## config.mk

```make
export PLATFORM = sky130hd
export DESIGN_NAME = wide_bank_mapper
export DESIGN_NICKNAME = d
export VERILOG_FILES = /design/src/rtl/wbm_pkg.sv /design/src/rtl/wbm_decode.sv /design/src/rtl/wbm_regs.sv /design/src/rtl/wbm_xlate.sv /design/src/rtl/wide_bank_mapper.sv
export SDC_FILE = /design/constraint.sdc
export NUM_CORES = 1
export LEC_CHECK = 0
export BUFFER_PORTS_ARGS = -buffer_cell sky130_fd_sc_hd__buf_2
export CAP_MARGIN = 20
export CORE_AREA = 10 10 55 75
export DETAILED_ROUTE_END_ITERATION = 8
export DIE_AREA = 0 0 65 85
export GPL_ROUTABILITY_DRIVEN = 0
export PLACE_DENSITY_LB_ADDON = 0.25
export SYNTH_ARGS = -nofsm -noshare
export SYNTH_HDL_FRONTEND = slang
export SYNTH_SLANG_ARGS = --single-unit
export TNS_END_PERCENT = 20
```

## constraint.sdc

```tcl
create_clock -name clk -period 1.9 [get_ports clk]
set_input_delay 0.475 -clock clk [delete_from_list [all_inputs] [get_ports clk]]
set_output_delay 0.475 -clock clk [all_outputs]
set_load 0.005 [all_outputs]
```

## src/rtl/wbm_pkg.sv

```systemverilog
`timescale 1ns/1ps
package wbm_pkg;

    localparam int ADDR_W      = 16;
    localparam int DATA_W      = 8;
    localparam int ROM_BANK_W  = 9;
    localparam int RAM_BANK_W  = 4;
    localparam int ROM_WIN_W   = 14;
    localparam int RAM_WIN_W   = 13;
    localparam int ROM_FULL_W  = ROM_BANK_W + ROM_WIN_W;
    localparam int RAM_FULL_W  = RAM_BANK_W + RAM_WIN_W;
    localparam logic [DATA_W-1:0] ENABLE_KEY = 8'h0A;
    localparam logic [DATA_W-1:0] OPEN_BUS   = 8'hFF;

    typedef enum logic [1:0] {
        RGN_ROM_FIXED,
        RGN_ROM_BANKED,
        RGN_RAM,
        RGN_NONE
    } region_e;

    typedef struct packed {
        logic en_key;
        logic bank_lo;
        logic bank_hi;
        logic ram_bank;
    } wr_cmd_t;

    typedef struct packed {
        logic [ROM_BANK_W-1:0] rom_bank;
        logic [RAM_BANK_W-1:0] ram_bank;
        logic                  ram_en;
    } bank_state_t;

endpackage

```

## src/rtl/wbm_decode.sv

```systemverilog
`timescale 1ns/1ps
module wbm_decode
    import wbm_pkg::*;
(
    input  logic [ADDR_W-1:0] addr,
    input  logic              wr,
    output region_e           region,
    output wr_cmd_t           cmd
);

    always_comb begin
        if (!addr[15]) begin
            region = addr[14] ? RGN_ROM_BANKED : RGN_ROM_FIXED;
        end else if (addr[15:13] == 3'b101) begin
            region = RGN_RAM;
        end else begin
            region = RGN_NONE;
        end
    end

    always_comb begin
        cmd          = '0;
        cmd.en_key   = wr && (addr[15:13] == 3'b000);
        cmd.bank_lo  = wr && (addr[15:12] == 4'h2);
        cmd.bank_hi  = wr && (addr[15:12] == 4'h3);
        cmd.ram_bank = wr && (addr[15:13] == 3'b010);
    end

endmodule

```

## src/rtl/wbm_regs.sv

```systemverilog
`timescale 1ns/1ps
module wbm_regs
    import wbm_pkg::*;
(
    input  logic              clk,
    input  logic              rst_n,
    input  wr_cmd_t           cmd,
    input  logic [DATA_W-1:0] wdata,
    output bank_state_t       st_q
);

    localparam int HI_W = ROM_BANK_W - DATA_W;
    localparam logic [ROM_BANK_W-1:0] RESET_BANK = ROM_BANK_W'(1);

    bank_state_t st_d;

    always_comb begin
        st_d = st_q;
        if (cmd.en_key) begin
            st_d.ram_en = (wdata == ENABLE_KEY);
        end
        if (cmd.bank_lo) begin
            st_d.rom_bank[DATA_W-1:0] = wdata;
        end
        if (cmd.bank_hi) begin
            st_d.rom_bank[ROM_BANK_W-1:DATA_W] = wdata[HI_W-1:0];
        end
        if (cmd.ram_bank) begin
            st_d.ram_bank = wdata[RAM_BANK_W-1:0];
        end
    end

    always_ff @(posedge clk or negedge rst_n) begin
        if (!rst_n) begin
            st_q.rom_bank <= RESET_BANK;
            st_q.ram_bank <= '0;
            st_q.ram_en   <= 1'b0;
        end else begin
            st_q <= st_d;
        end
    end

endmodule

```

## src/rtl/wbm_xlate.sv

```systemverilog
`timescale 1ns/1ps
module wbm_xlate
    import wbm_pkg::*;
#(
    parameter int ROM_AW = 23,
    parameter int RAM_AW = 17
) (
    input  logic [ADDR_W-1:0] addr,
    input  logic              rd,
    input  logic              wr,
    input  logic [DATA_W-1:0] wdata,
    input  region_e           region,
    input  bank_state_t       st,
    input  logic [DATA_W-1:0] rom_rdata,
    input  logic [DATA_W-1:0] ram_rdata,
    output logic [ROM_AW-1:0] rom_addr,
    output logic              rom_cs,
    output logic [RAM_AW-1:0] ram_addr,
    output logic              ram_cs,
    output logic              ram_we,
    output logic [DATA_W-1:0] ram_wdata,
    output logic [DATA_W-1:0] cpu_rdata
);

    logic [ROM_BANK_W-1:0] bank_sel;
    logic [ROM_FULL_W-1:0] rom_full;
    logic [RAM_FULL_W-1:0] ram_full;
    logic                  ram_live;

    always_comb begin
        bank_sel = (region == RGN_ROM_BANKED) ? st.rom_bank : '0;
        rom_full = {bank_sel, addr[ROM_WIN_W-1:0]};
        ram_full = {st.ram_bank, addr[RAM_WIN_W-1:0]};
        ram_live = (region == RGN_RAM) && st.ram_en;

        rom_addr  = rom_full[ROM_AW-1:0];
        ram_addr  = ram_full[RAM_AW-1:0];
        rom_cs    = rd && ((region == RGN_ROM_FIXED) || (region == RGN_ROM_BANKED));
        ram_cs    = ram_live && (rd || wr);
        ram_we    = ram_live && wr;
        ram_wdata = wdata;

        unique case (region)
            RGN_ROM_FIXED, RGN_ROM_BANKED: cpu_rdata = rom_rdata;
            RGN_RAM:                       cpu_rdata = st.ram_en ? ram_rdata : OPEN_BUS;
            default:                       cpu_rdata = OPEN_BUS;
        endcase
    end

endmodule

```

## src/rtl/wide_bank_mapper.sv

```systemverilog
`timescale 1ns/1ps
module wide_bank_mapper
    import wbm_pkg::*;
#(
    parameter int ROM_AW = 23,
    parameter int RAM_AW = 17
) (
    input  logic              clk,
    input  logic              rst_n,
    input  logic [15:0]       cpu_addr,
    input  logic [7:0]        cpu_wdata,
    input  logic              cpu_rd,
    input  logic              cpu_wr,
    output logic [7:0]        cpu_rdata,
    input  logic [7:0]        rom_rdata,
    output logic [ROM_AW-1:0] rom_addr,
    output logic              rom_cs,
    input  logic [7:0]        ram_rdata,
    output logic [RAM_AW-1:0] ram_addr,
    output logic              ram_cs,
    output logic              ram_we,
    output logic [7:0]        ram_wdata
);

    region_e     region;
    wr_cmd_t     cmd;
    bank_state_t st_q;

    logic [ROM_BANK_W-1:0] rom_bank_q;
    logic [RAM_BANK_W-1:0] ram_bank_q;
    logic                  ram_en_q;

    assign rom_bank_q = st_q.rom_bank;
    assign ram_bank_q = st_q.ram_bank;
    assign ram_en_q   = st_q.ram_en;

    wbm_decode u_decode (
        .addr   (cpu_addr),
        .wr     (cpu_wr),
        .region (region),
        .cmd    (cmd)
    );

    wbm_regs u_regs (
        .clk   (clk),
        .rst_n (rst_n),
        .cmd   (cmd),
        .wdata (cpu_wdata),
        .st_q  (st_q)
    );

    wbm_xlate #(
        .ROM_AW (ROM_AW),
        .RAM_AW (RAM_AW)
    ) u_xlate (
        .addr      (cpu_addr),
        .rd        (cpu_rd),
        .wr        (cpu_wr),
        .wdata     (cpu_wdata),
        .region    (region),
        .st        (st_q),
        .rom_rdata (rom_rdata),
        .ram_rdata (ram_rdata),
        .rom_addr  (rom_addr),
        .rom_cs    (rom_cs),
        .ram_addr  (ram_addr),
        .ram_cs    (ram_cs),
        .ram_we    (ram_we),
        .ram_wdata (ram_wdata),
        .cpu_rdata (cpu_rdata)
    );

endmodule

```

==> metrics.cfg <==
[status]
status = finished clean

[sta]
clock_skew_ps = 0
tightest_slew_ps = 368
timing.fmax_mhz = 567
whs_ps = 118
min_period_over_period_pct = 92.8
setup_viol = 0
slew_viol_final = 0
hold_viol = 0
relSlewSlack_pct = 75.1
rsz0062_at_grt = false
finalCriticalPeriod_ps = 1760

[setup_path]
path_cells = buf_2 -> and2b_1 -> nand3_4 -> o22a_1 -> buf_2
endpoint_kind = primary output
critPathKind = primary input to primary output
cp_max_fo = 10
critPathRequiredTime_ps = 1420
crit_slowest_cell = and2b_1
critPathMaxStageDelay_ps = 240
arrival_ps = 1290
cp-start-kind = primary input
cpMostUsedCell = buf_2

[synthesis]
synth_area_leaders = dfrtp_1 31%, buf_4 28%, mux2_2 14%, o22a_1 6.7%, and2_1 5.4%
synthDistinctLibCells = 19
ys_seq_area_share_pct = 33.4
synth_area_leader_cell = dfrtp_1
syn-num-nets = 145
synth_area_per_cell_sq_um = 10.4
ys_ff_latch = 14
netlist_area_sq_mm = 0.00105
netlist_instances = 101
yosysTopAreaCellShare_pct = 30.9
synth-warning-count = 0

[floorplanning]
core_sq_mm = 0.00279
ioPinCount = 103
die_y_microns = 85
dieArea_sq_mm = 0.00553
fp-row-count = 23
die_w_microns = 65
start_util_pct = 37.7

[routing]
dr.pass1.iters = 2
ant_nets = 0
drtIter0Drc = 18
vias_per_cell = 4.89
vias = 850
drc = 0
wl_mm = 2.85
wl_per_cell_microns = 16.4

[layout]
fin_nets = 182
layout_common_cells = 66 x buf_2, 13 x mux2_2, 13 x dfrtp_1, 9 x and2_1, 8 x o22a_1
reg.largest.list = u_regs.st_q x14
area_growth_pct = 17.2
final_common_cell = buf_2
postLayoutCoreUtil_pct = 44.2
diodes = 0
largest_reg_flops = 14
layout-drive-gt1-share_pct = 67.2
top_register = u_regs.st_q
finalInstanceArea_sq_mm = 0.00123
fillers = 295

[power_and_ir_drop]
irDropWorstVdd_uv = 514
p_per_area_mw_per_mm2 = 704
p_total_uw = 868
leakagePower_uw = 0.000627

[clocking]
clk_pin_slew_worst_paths_ps = 60
cts-buffers-inserted = 3
cts.path.max_buffers = 2
cts_tree = built
cts_sinks = 14
htreeDepth = 1
worstSkewPairLatency_ps = 240
cts-root-buf = clkbuf_8

[job]
maxCapViolations = 0

[global_route]
grt_pass1_wl_mm = 4.59
gr-total-overflow = 0
first_global_vias = 956
grt_max_degree = 15
antenna_found_initial = 0
grt_usage_pct = 10.3

[place]
portBuffers = 66
hpwlAfterDp_mm = 2.49
postPlaceCellArea_sq_mm = 0.00118

[worst_hold_path]
hold_path_class = primary input to async pin

## final cells by class
type | instances | area [sq um] | area share, %
clock buffers | 4 | 45.0 | 3.65
inverters | 2 | 7.51 | 0.609
multi-input cells | 45 | 408 | 33.1
flip-flops and latches | 14 | 352 | 28.5
well taps | 37 | 46.3 | 3.75
repair buffers | 72 | 375 | 30.4
## cells in the mapped netlist, drive strengths merged
cell type	count
and2	9
o22a	8
mux2	13
nand3	2
nand4b	1
nor4bb	1
nor3b	1
nor4b	2
and2b	1
dfrtp	13
o21ai	1
inv	2
buf	40
nor4	1
nor2b	2
nor2	3
dfstp	1
## what timing repair did
item	in CTS	in global routing
pin swaps	0	0
endpoints found under the setup margin	8	1
hold buffers	0	0
buffers inserted	0	0
endpoints found under the hold margin	0	0
gates resized for setup	1	1
## final timing paths
| kind | startpoint | to | slack, ps | depth (start not counted) |
|---|---|---|---|---|
| worst max-delay path | cpu_addr[14] | cpu_rdata[2] | 140 | 5 |
| worst min-delay path | rst_n | u_regs.st_q[6]$_DFFE_PN0P_ | 120 | 1 |
| worst max register to register | u_regs.st_q[2]$_DFFE_PN0P_ | u_regs.st_q[2]$_DFFE_PN0P_ | 1150 | 1 |
| worst min register to register | u_regs.st_q[8]$_DFFE_PN0P_ | u_regs.st_q[8]$_DFFE_PN0P_ | 500 | 1 |
| max in group asynchronous | rst_n | u_regs.st_q[5]$_DFFE_PN1P_ | 1490 | 1 |
| min in group clk | cpu_wdata[4] | u_regs.st_q[9]$_DFFE_PN0P_ | 490 | 2 |
## kinds of logic after synthesis
group                  share of synthesized area, %
buffers and inverters                          29.0
DFF                                            33.4
muxes                                          13.9
and+or+nand+nor                                16.5
AOI/OAI and AO/OA                              7.13
## critical path: cells and delay by family
kind	cells	cell delay (ps)
AND/OR/NAND/NOR	2	380
buffers and inverters	2	230
AO/OA/AOI/OAI	1	210
## through the flow
stage / std cells / TNS, ps / setup slack [ps]
2_1_floorplan: 101 / 0 / 273
3_3_place_gp: 170 / -18.7 / -4.68
3_5_place_dp: 170 / -137 / -31.6
4_1_cts: 174 / 0 / 80.5
5_1_grt: 174 / 0 / 67.7
6_report: 174 / 0 / 137
## metal layers
metal / track usage [%] / share of wire (%)
met1: 8.90 / 35
met5: 0 / 0
met4: 5.66 / 3.3
met2: 18.4 / 48
met3: 5.53 / 13
## power by group
group | switching, uW | total, uW | internal, uW
registers | 29.1 | 396 | 367
logic | 92.8 | 230 | 137
clock network | 95.1 | 243 | 148
total | 217 | 868 | 651
Note: power is estimated with default switching activity, not from simulation.
